$ cat src/rtl/pager_pkg.sv
package pager_pkg;
  localparam int ADDR_W    = 16;
  localparam int DATA_W    = 8;
  localparam int PAGE_W    = 6;
  localparam int BANK_BITS = 2;
  localparam int BANKS     = 1 << BANK_BITS;
  localparam int OFFSET_W  = ADDR_W - BANK_BITS;
  localparam int PORT_W    = 8;

  typedef struct packed {
    logic                 pageWr;
    logic [BANK_BITS-1:0] pageIdx;
    logic                 enableWr;
  } pagerStrobes_t;
endpackage

$ cat src/rtl/pager_ctrl.sv
module pager_ctrl
  import pager_pkg::*;
#(
  parameter logic [PORT_W-1:0] PAGE_BASE   = 8'h78,
  parameter logic [PORT_W-1:0] ENABLE_PORT = 8'h7C
) (
  input  logic              clk,
  input  logic              rstN,
  input  logic [PORT_W-1:0] portAddr,
  input  logic              iorqN,
  input  logic              m1N,
  input  logic              rdN,
  input  logic              wrN,
  output pagerStrobes_t     strobes
);
  logic ioWriteCycle;

  assign ioWriteCycle     = !iorqN && m1N && !wrN && rdN;
  assign strobes.pageWr   = ioWriteCycle &&
                            (portAddr[PORT_W-1:BANK_BITS] == PAGE_BASE[PORT_W-1:BANK_BITS]);
  assign strobes.pageIdx  = portAddr[BANK_BITS-1:0];
  assign strobes.enableWr = ioWriteCycle && (portAddr == ENABLE_PORT);

  // strobes only during a qualified I/O write cycle
  assert_strobe_qualified_R5: assert property (@(posedge clk) disable iff (!rstN)
    (strobes.pageWr || strobes.enableWr) |-> (!iorqN && m1N && !wrN && rdN));
  assert_single_target_R5: assert property (@(posedge clk) disable iff (!rstN)
    $onehot0({strobes.pageWr, strobes.enableWr}));
endmodule

$ cat src/rtl/pager_datapath.sv
module pager_datapath
  import pager_pkg::*;
(
  input  logic                 clk,
  input  logic                 rstN,
  input  pagerStrobes_t        strobes,
  input  logic [PAGE_W-1:0]    wrData,
  input  logic                 enBit,
  input  logic [BANK_BITS-1:0] bankSel,
  input  logic                 mreqN,
  output logic [PAGE_W-1:0]    physHi,
  output logic                 romCsN,
  output logic                 ramCsN
);
  logic [PAGE_W-1:0] pageReg [BANKS];
  logic              pagingOn;
  logic [PAGE_W-1:0] selPage;
  logic              devIsRam;

  for (genvar b = 0; b < BANKS; b++) begin : g_bank
    always_ff @(posedge clk) begin
      if (!rstN)
        pageReg[b] <= '0;
      else if (strobes.pageWr && strobes.pageIdx == BANK_BITS'(b))
        pageReg[b] <= wrData;
    end
  end

  always_ff @(posedge clk) begin
    if (!rstN)
      pagingOn <= 1'b0;
    else if (strobes.enableWr)
      pagingOn <= enBit;
  end

  always_comb begin
    selPage  = pagingOn ? pageReg[bankSel] : '0;
    devIsRam = selPage[PAGE_W-1];
  end

  assign physHi = selPage;
  assign romCsN = !(!mreqN && !devIsRam);
  assign ramCsN = !(!mreqN && devIsRam);

  // a page write lands in the addressed register
  assert_page_load_R3: assert property (@(posedge clk) disable iff (!rstN)
    strobes.pageWr |=> pageReg[$past(strobes.pageIdx)] == $past(wrData));
  // enable follows the written bit
  assert_enable_load_R4: assert property (@(posedge clk) disable iff (!rstN)
    strobes.enableWr |=> pagingOn == $past(enBit));
  // registers hold without a write strobe
  assert_page_hold_R8: assert property (@(posedge clk) disable iff (!rstN)
    !strobes.pageWr |=> $stable(pageReg[0]) && $stable(pageReg[BANKS-1]));
  // disabled paging shows flash page 0
  assert_disabled_rom_R2: assert property (@(posedge clk) disable iff (!rstN)
    !pagingOn |-> (physHi == '0) && ramCsN);
  // selects never overlap and idle without a memory request
  assert_cs_exclusive_R7: assert property (@(posedge clk) disable iff (!rstN)
    !(!romCsN && !ramCsN));
  assert_cs_idle_R7: assert property (@(posedge clk) disable iff (!rstN)
    mreqN |-> (romCsN && ramCsN));
endmodule

$ cat src/rtl/memory_pager.sv
module memory_pager
  import pager_pkg::*;
(
  input  logic              clk,
  input  logic              rstN,
  input  logic [15:0]       addr,
  input  logic [7:0]        dataIn,
  input  logic              mreqN,
  input  logic              iorqN,
  input  logic              m1N,
  input  logic              rdN,
  input  logic              wrN,
  output logic [5:0]        physHi,
  output logic              romCsN,
  output logic              ramCsN
);
  pagerStrobes_t strobes;
  logic          unusedDataBits;

  assign unusedDataBits = ^dataIn[DATA_W-1:PAGE_W];

  pager_ctrl #(
    .PAGE_BASE   (8'h78),
    .ENABLE_PORT (8'h7C)
  ) i_ctrl (
    .clk      (clk),
    .rstN     (rstN),
    .portAddr (addr[PORT_W-1:0]),
    .iorqN    (iorqN),
    .m1N      (m1N),
    .rdN      (rdN),
    .wrN      (wrN),
    .strobes  (strobes)
  );

  pager_datapath i_datapath (
    .clk     (clk),
    .rstN    (rstN),
    .strobes (strobes),
    .wrData  (dataIn[PAGE_W-1:0]),
    .enBit   (dataIn[0]),
    .bankSel (addr[ADDR_W-1:OFFSET_W]),
    .mreqN   (mreqN),
    .physHi  (physHi),
    .romCsN  (romCsN),
    .ramCsN  (ramCsN)
  );
endmodule

$ cat config.mk
export PLATFORM = sky130hd
export DESIGN_NAME = memory_pager
export DESIGN_NICKNAME = d
export VERILOG_FILES = /design/src/rtl/pager_pkg.sv /design/src/rtl/pager_ctrl.sv /design/src/rtl/pager_datapath.sv /design/src/rtl/memory_pager.sv
export SDC_FILE = /design/constraint.sdc
export NUM_CORES = 1
export LEC_CHECK = 0
export ABC_CLOCK_PERIOD_IN_PS = 3100
export BUFFER_PORTS_ARGS = -buffer_cell sky130_fd_sc_hd__clkbuf_2
export CAP_MARGIN = 20
export CORE_MARGIN = 8
export CORE_UTILIZATION = 53
export DETAILED_ROUTE_END_ITERATION = 8
export PLACE_DENSITY = 0.83
export RECOVER_POWER = 50
export SETUP_SLACK_MARGIN = 0.15
export SYNTH_ARGS = -nofsm -noshare
export SYNTH_HDL_FRONTEND = slang
export SYNTH_SLANG_ARGS = --single-unit
$ cat constraint.sdc
create_clock -name clk -period 3.1 [get_ports clk]
set_input_delay 0.62 -clock clk [delete_from_list [all_inputs] [get_ports clk]]
set_output_delay 0.62 -clock clk [all_outputs]
set_load 0.01 [all_outputs]
## After elaboration in Yosys (flattened, before gate mapping)

Memory sizes are Yosys's and may differ from the RTL's.
Cells that the tools add are included.

| storage, ports and cells | value |
|---|---|
| bits in registers | 1 |
| bits in latches | 0 |
| memory bits (writable) | 24 |
| memory bits (read-only) | 0 |
| output and inout port bits | 8 |
| memories kept | 1 |

| cells by class | value |
|---|---|
| add/subtract/negate cells | 0 |
| multipliers | 0 |
| divide/modulo/power cells | 0 |
| order comparisons | 0 |
| eq/ne operators | 5 |
| shifts and indexed selects | 0 |
| multiplexer cells | 18 |
| bitwise logic cells | 4 |
| reductions and logical operators | 18 |

Memories:

| name | depth | width | read ports | clocked after memory_dff | wr ports | line | text |
|---|---|---|---|---|---|---|---|
| i_datapath.pageReg | 4 | 6 | 1 | 0 | 4 | pager_datapath.sv:15 | `logic [PAGE_W-1:0] pageReg [BANKS];` |

Operators with widths:

| operator | count |
|---|---|
| $mux W6 | 5 |
| $mux W1 | 13 |
| $logic_and A1 B1 Y1 | 11 |
| $eq A8 B7 Y1 const B | 1 |
| $eq A6 B5 Y1 const B | 1 |
| $logic_not A1 Y1 | 6 |
| $eq A2 B2 Y1 const B | 2 |
| $or A1 B1 Y1 | 4 |
| $eq A2 B1 Y1 const B | 1 |
| $logic_not A2 Y1 | 1 |

## Logic depth before layout (Yosys ltp)

Gate-level depths: netlist of run 1.

| logic depth | value |
|---|---|
| depth after elaboration | 10 |
| gate-level depth with buffers | 4 |
| gate-level depth less buffers | 3 |

## By module

From an unflattened synthesis of run 1, not the netlist that was laid out.

| unflattened totals | value |
|---|---|
| cell total of the unflattened synthesis | 90 |
| area total of the unflattened synthesis | 1,234.9 µm² |

By module, submodules not included:

| module | instances | cells an instance | area an instance (µm²) | sequential area each (µm²) |
|---|---|---|---|---|
| pager_datapath | 1 | 83 | 1,174.9 | 740.7 |
| pager_ctrl | 1 | 7 | 60.1 | 0.0 |

## Worst setup path before layout of run 1

No wires, ideal clock.

| timing | value |
|---|---|
| path type | input to output |
| start point | input addr[14] |
| end point | output ramCsN |
| data arrival time | 1.445 ns |
| data required time | 2.480 ns |
| slack | 1.035 ns |
| stages | 4 |
| path buffers | 1 |
| path through | buf_6 -> mux4_2 -> nand2_1 -> or2_1 |

| between the ends | value |
|---|---|
| longest elaborated chain between the ends | 4 |

RTL lines:

| what | line | text |
|---|---|---|
| start: declaration | memory_pager.sv:6 | `input logic [15:0] addr,` |
| $mem_v2 Z4 W6 | - |  |
| $mux W6 | pager_datapath.sv:37 | `selPage = pagingOn ? pageReg[bankSel] : '0;` |
| $logic_and A1 B1 Y1 | pager_datapath.sv:43 | `assign ramCsN = !(!mreqN && devIsRam);` |
| $logic_not A1 Y1 | pager_datapath.sv:43 |  |
| end: declaration | memory_pager.sv:15 | `output logic ramCsN` |

Every way passes these cells.

## Final worst setup path of run 1

| timing | value |
|---|---|
| start point | input addr[14] |
| end point | output physHi[1] |

| between the ends | value |
|---|---|
| longest elaborated chain between the ends | 2 |

RTL lines:

| what | line | text |
|---|---|---|
| $mem_v2 Z4 W6 | - |  |
| $mux W6 | pager_datapath.sv:37 |  |
| end: declaration | memory_pager.sv:13 | `output logic [5:0] physHi,` |

Every way passes these cells.

==> summary.txt, run 1 <==
Critical path
  • CP startpoint: addr[14]
  • Critical Path End Type: primary output
  • Data required, critical path: 2480 ps
  • Reg-to-Reg End: i_datapath.pagingOn
  • Register-to-register setup slack: approximately 2400 ps
  • R2R depth: 2
  • CP Data Arrival Time: approximately 1700 ps
  • WS Path Type: input port to primary output
  • CP startpoint kind: input port
  • CP endpoint: physHi[1]
  • Max FO, Critical Path: 6
  • Reg2reg start: i_datapath.pagingOn

Place
  • Port Buffers: 30
  • HPWL after DPL: ~1800 microns
  • Gp weighted congestion: 0.7084
  • Pre-CTS WS: 783.0 ps
  • Placed Cells: 145

Clocking
  • Post-CTS sizing: 0
  • Hold buffers post-CTS: 0
  • CTS Buf Count: 3
  • TritonCTS clock tree: done
  • Clk sinks: 25
  • H-tree depth: 1
  • Root Buffer: clkbuf_4
  • Clock buffer depth: 2
  • Clock transition at path regs: 130 ps
  • Worst-skew pair later-pin latency: 310 ps
  • Post-CTS Setup Inserts: 0

Synth
  • Synthesized instance count: 89
  • Top FF cell, synth: edfxtp_1
  • #FFs+latches synth: 25
  • Post-Syn Area: 1189 sq um
  • Register area share after synthesis: 62.32%
  • Synth cell types: 21
  • Net Count, Synth: between 100 and 150
  • Ys Warns: 0
  • Post-synth top area cell: edfxtp_1
  • EDFF count, synth: 24
  • Top cells by area, synth: edfxtp_1 (61%), mux4_1 (8.8%), nor2_1 (7.6%)
  • Synth top area share: 60.63%
  • Syn Area/Cell: roughly 13 sq um
  • Post-synth ARST share: 0%

Global routing
  • Tot GR Track Use: 12.69%
  • Largest net degree at the start of global routing: 14
  • Initial antenna violation count: 0
  • Number of global-route vias before repair: around 860
  • First-pass GRT wire length: 4015 microns
  • GRT overflow: 0

Drt
  • DRT Pass-1 Iters: 4
  • WL final: 2437 microns
  • Antenna Nets Post-Route: 0
  • Routed length per instance: 16.36 microns
  • Vias: 836
  • Via density: 5.611
  • DRC: 0
  • Detailed Route Iter0 Violations: 20

Pwr
  • VDD IR max: 276.2 uV
  • Leak Pwr: 0.5523 nW
  • PwrDens: 420.9 nW/um^2

Job
  • Number of max-cap violations: 0

Timing
  • Unrepaired setup endpoints after global routing: no
  • Tcrit/Tclk final: 74.52%
  • Hold Vio Cnt, Final: 0
  • Worst-Margin Slew: approximately 370 ps
  • Slew Limit Headroom: 74.94%
  • Setup Skew: 0 ps
  • Min cycle time layout: 2310 ps
  • Final TNS setup: 0 ps
  • Final WS setup: 790.0 ps
  • Max Slew Vio Count: 0
  • Final setup fails: 0
  • FMAX: 0.4329 GHz

Final layout
  • FILL cells: between 150 and 200
  • Area Growth Syn to Fin: 16.53%
  • Layout Nets: 153
  • Post-Layout Cell Count: 149
  • Fraction of layout cells with a size suffix above 1: slightly below 30%
  • Diodes inserted: 0
  • Final Util: 63.84%

Die
  • Chip width: 63.36 microns
  • Rows: 17
  • Die height: 63.36 microns
  • Initial Util: 54.79%
  • Die footprint: 4014 sq um
  • Core ar.: 2170 sq um
  • Top-Level Pins: 39

Hold path
  • Type of the worst min-delay path: register to register

Outcome
  • Status: finished clean
==> cell usage after synthesis, types with 2 or more instances <==
library cell and instances:
nor2_1 24, and2_1 5, mux4_2 2, mux4_1 4
nand2_1 12, nor4bb_1 2, nand3_1 3, edfxtp_1 24
==> routing by layer <==
metal / GRT usage [%] / routed length [microns] / share of wire (%)
met5: 0 / 0 / 0
met4: 6.685 / 52 / 2.1
met1: 14.39 / 1022 / 42
met3: 2.120 / 133 / 5.5
met2: 22.18 / 1230 / 50
==> critical path: stages <==
cell      delay (ps)
clkbuf_2         210
mux4_1           570
and2_1           170
clkbuf_2         120
==> metrics by stage <==
stage | cell area (sq um) | hold slack, ps | power [mW]
global placement | 1359 | 564.2 | 0.4448
detailed placement | 1359 | 578.3 | 0.4477
CTS | 1385 | 594.5 | 0.5815
floorplan | 1189 | 479.5 | 0.4246
finish | 1385 | 581.2 | 0.5830
global route | 1385 | 639.7 | 0.6047
==> layout make-up <==
type / instances / area [sq um] / area share (%)
timing repair buffer: 30 / 150.1 / 10.84
multi-input combinational: 61 / 429.2 / 30.98
tap: 28 / 35.03 / 2.529
sequential: 25 / 740.7 / 53.48
clock buffer: 4 / 26.28 / 1.897
inverter: 1 / 3.754 / 0.2710
==> where the power goes <==
part	switching (mW)	internal [mW]	leakage, nW
sequential	0.00327	0.384	0.236
combinational	0.0253	0.0262	0.302
clock	0.0937	0.0503	0.0150
total	0.122	0.461	0.552
==> layout by cell type (no fill, tap or decap), types with 2 or more instances in the layout <==
cell type / instances
and2_1: 5
clkbuf_2: 30
clkbuf_4: 3
edfxtp_1: 24
mux4_1: 4
mux4_2: 2
nand2_1: 12
nand3_1: 3
nor2_1: 24
nor4bb_1: 2
==> registers in the layout, indices dropped and copies added (netlist names) <==
register             count
i_datapath.pageReg      24
i_datapath.pagingOn      1
==> kinds of logic after synthesis <==
logic type	count (synthesis)	share of synthesized area [%]
buffers and inverters	3	1.578
flip-flops	25	62.32
AND/OR/NAND/NOR	54	22.63
multiplexers	7	13.47
==> how the worst min path moves through the flow <==
stage	cells past startpoint	slack, ps	startpoint	to
3_3_place_gp	2	560	i_datapath.pagingOn	i_datapath.pagingOn
6_report	2	580	i_datapath.pagingOn	i_datapath.pagingOn
2_1_floorplan	2	480	i_datapath.pagingOn	i_datapath.pagingOn
3_5_place_dp	2	580	i_datapath.pagingOn	i_datapath.pagingOn
5_1_grt	2	640	i_datapath.pagingOn	i_datapath.pagingOn
4_1_cts	2	590	i_datapath.pagingOn	i_datapath.pagingOn
Power figures use the tool's default switching activity.
==> run 2, diff against run 1 <==
- ABC_CLOCK_PERIOD_IN_PS: 3100 -> 2000
- CORE_UTILIZATION: 53 -> 44
- PLACE_DENSITY: 0.83 -> 0.74
- clock period: 3.1 -> 2 ns (I/O delays scaled with it)
==> run 2 against run 1 <==
Die area up 15%. Critical path depth did not move. Clock power is 45% higher. Count of clock-buffer cells in the layout is the same. Setup slack got worse by 660 ps. Design area increased by 0.54%. Utilization decreased by 12 points. Critical path type is now register to primary output. Critical endpoint is now ramCsN. Largest cell class unchanged.
==> summary.txt, run 2 (same netlist as run 1, synthesis figures left out) <==
Critical path
  • Data required, critical path: 1600 ps
  • CP Data Arrival Time: 1470 ps
  • Critical Path End Type: primary output
  • Cell-by-cell listing of the critical path: mux4_2 -> nand2_2 -> or2_1 -> buf_2
  • Worst path max stage delay: 480 ps
  • WS Path Type: register to primary output
  • Register-to-register setup slack: 1220 ps
  • R2R depth: 2
  • CP startpoint kind: register
  • Max FO, Critical Path: 3
  • Critical-path top delay cell: mux4_2

Hold path
  • Hold depth: 3
  • Type of the worst min-delay path: input port to register

Pwr
  • Int Power: 715.3 uW
  • VDD IR max: 354.9 uV
  • Seq pwr share: 67.3%
  • Overall Power: 894.5 uW
  • Combinational group share of total power: 9.3%
  • Clock share of power: 23.4%
  • Sw Ratio: 20.03%
  • Leak Pwr: 0.5374 nW
  • Net switching power: 179.2 uW
  • PwrDens: ~640 nW/um^2

Job
  • Number of max-cap violations: 0

Die
  • Initial Util: 44.64%
  • Core ar.: 2663 sq um
  • Top-Level Pins: 39
  • Chip width: 67.98 microns
  • Rows: 19
  • Die height: ~70 microns
  • Die footprint: 4621 sq um

Global routing
  • Largest net degree at the start of global routing: 14
  • Initial antenna violation count: 0
  • First-pass GRT wire length: about 4000 microns
  • GRT overflow: 0
  • Number of global-route vias before repair: 907
  • Tot GR Track Use: 11.67%

Clocking
  • H-tree depth: 1
  • Clock buffer depth: 2
  • Root Buffer: clkbuf_4
  • TritonCTS clock tree: done
  • Worst-skew pair later-pin latency: roughly 300 ps
  • CTS Buf Count: 3
  • Post-CTS Setup Inserts: 0
  • Clk sinks: 25
  • Clock transition at path regs: 120 ps

Timing
  • Unrepaired setup endpoints after global routing: yes
  • Hold Vio Cnt, Final: 0
  • Worst-Margin Slew: 348.4 ps
  • Setup Skew: 0 ps
  • Min cycle time layout: 1874 ps
  • Tcrit/Tclk final: 93.68%
  • Slew Limit Headroom: 76.78%
  • FMAX: 0.5337 GHz
  • Final TNS setup: 0 ps
  • Final setup fails: 0
  • Max Slew Vio Count: 0

Final layout
  • Largest Register: i_datapath.pageReg
  • Largest register FFs: 24
  • Layout Nets: 157
  • Area Growth Syn to Fin: 17.16%
  • Diodes inserted: 0
  • Most frequent cells in the layout: clkbuf_2 (27), nor2_1 (24), edfxtp_1 (24)
  • FILL cells: 250
  • Fraction of layout cells with a size suffix above 1: 31.20%
  • Final Util: 52.30%
  • Commonest non-fill, non-tap cell in the layout: clkbuf_2
  • Top flop regs: i_datapath.pageReg x24, i_datapath.pagingOn x1

Drt
  • Routed length per instance: 15.79 microns
  • WL final: 2463 microns
  • DRT Pass-1 Iters: 4
  • DRC: 0
  • Antenna Nets Post-Route: 0
  • Detailed Route Iter0 Violations: 25
  • Vias: 804
  • Via density: 5.154

Place
  • Port Buffers: 30
  • HPWL after DPL: 1859 microns
  • Gp weighted congestion: slightly above 0.8

Outcome
  • Status: finished clean
==> run 2: cell count changes in the layout (fill, tap and decap cells not counted), sizes merged <==
| cell | delta |
|---|---|
| clkbuf | +3 |
| buf | +1 |
==> run 2: through the flow <==
step                      area [sq um]  std cells  hold WS [ps]  worst slack, ps
after detailed placement          1393        152         587.7            84.80
after global routing              1393        156         449.0            29.68
final                             1393        156         427.8            126.3
after floorplan                   1189         89         479.5            375.1
after global placement            1393        152         562.7            106.8
after CTS                         1409        156         418.4            102.5
==> run 2: cell type report <==
cell class / instances / area, sq um / area share [%]
Multi-Input combinational cell: 61 / 416.7 / 29.92
Sequential cell: 25 / 740.7 / 53.19
Timing Repair Buffer: 34 / 166.4 / 11.95
Inverter: 1 / 3.754 / 0.2695
Clock buffer: 4 / 26.28 / 1.887
Tap cell: 31 / 38.79 / 2.785
==> run 2: power groups by stage <==
stage	clock [mW]	sequential, mW	combinational [mW]
after floorplan	0	0.611	0.0477
after global placement	0	0.611	0.0792
after detailed placement	0	0.614	0.0818
after CTS	0.213	0.602	0.0845
after global routing	0.236	0.604	0.0919
final	0.209	0.602	0.0830
==> run 2: timing repair <==
action,4_1_cts,5_1_grt
gates cloned,0,0
hold buffers,0,0
resized for setup,6,1
endpoints found under the setup margin,7,8
==> run 2: worst max-delay path: cells and delay by family (launching register included) <==
family | cells | cell delay [ps]
buffers and inverters | 1 | 120
muxes | 1 | 480
DFF | 1 | 380
and+or+nand+nor | 2 | 190
==> run 2: worst paths after layout <==
path	startpoint	end
worst max-delay path	i_datapath.pageReg[3][5]	ramCsN
worst min-delay path	dataIn[0]	i_datapath.pagingOn
worst max register to register	i_datapath.pagingOn	i_datapath.pagingOn
worst min register to register	i_datapath.pagingOn	i_datapath.pagingOn
==> run 2: metal layers <==
metal / track usage (%) / share of wire (%) / vias up
met5: 0 / 0 / -
met4: 7.417 / 2.3 / 0
met3: 3.764 / 11 / 4
met2: 19.93 / 49 / 38
met1: 12.16 / 38 / 363
li1: - / - / 399
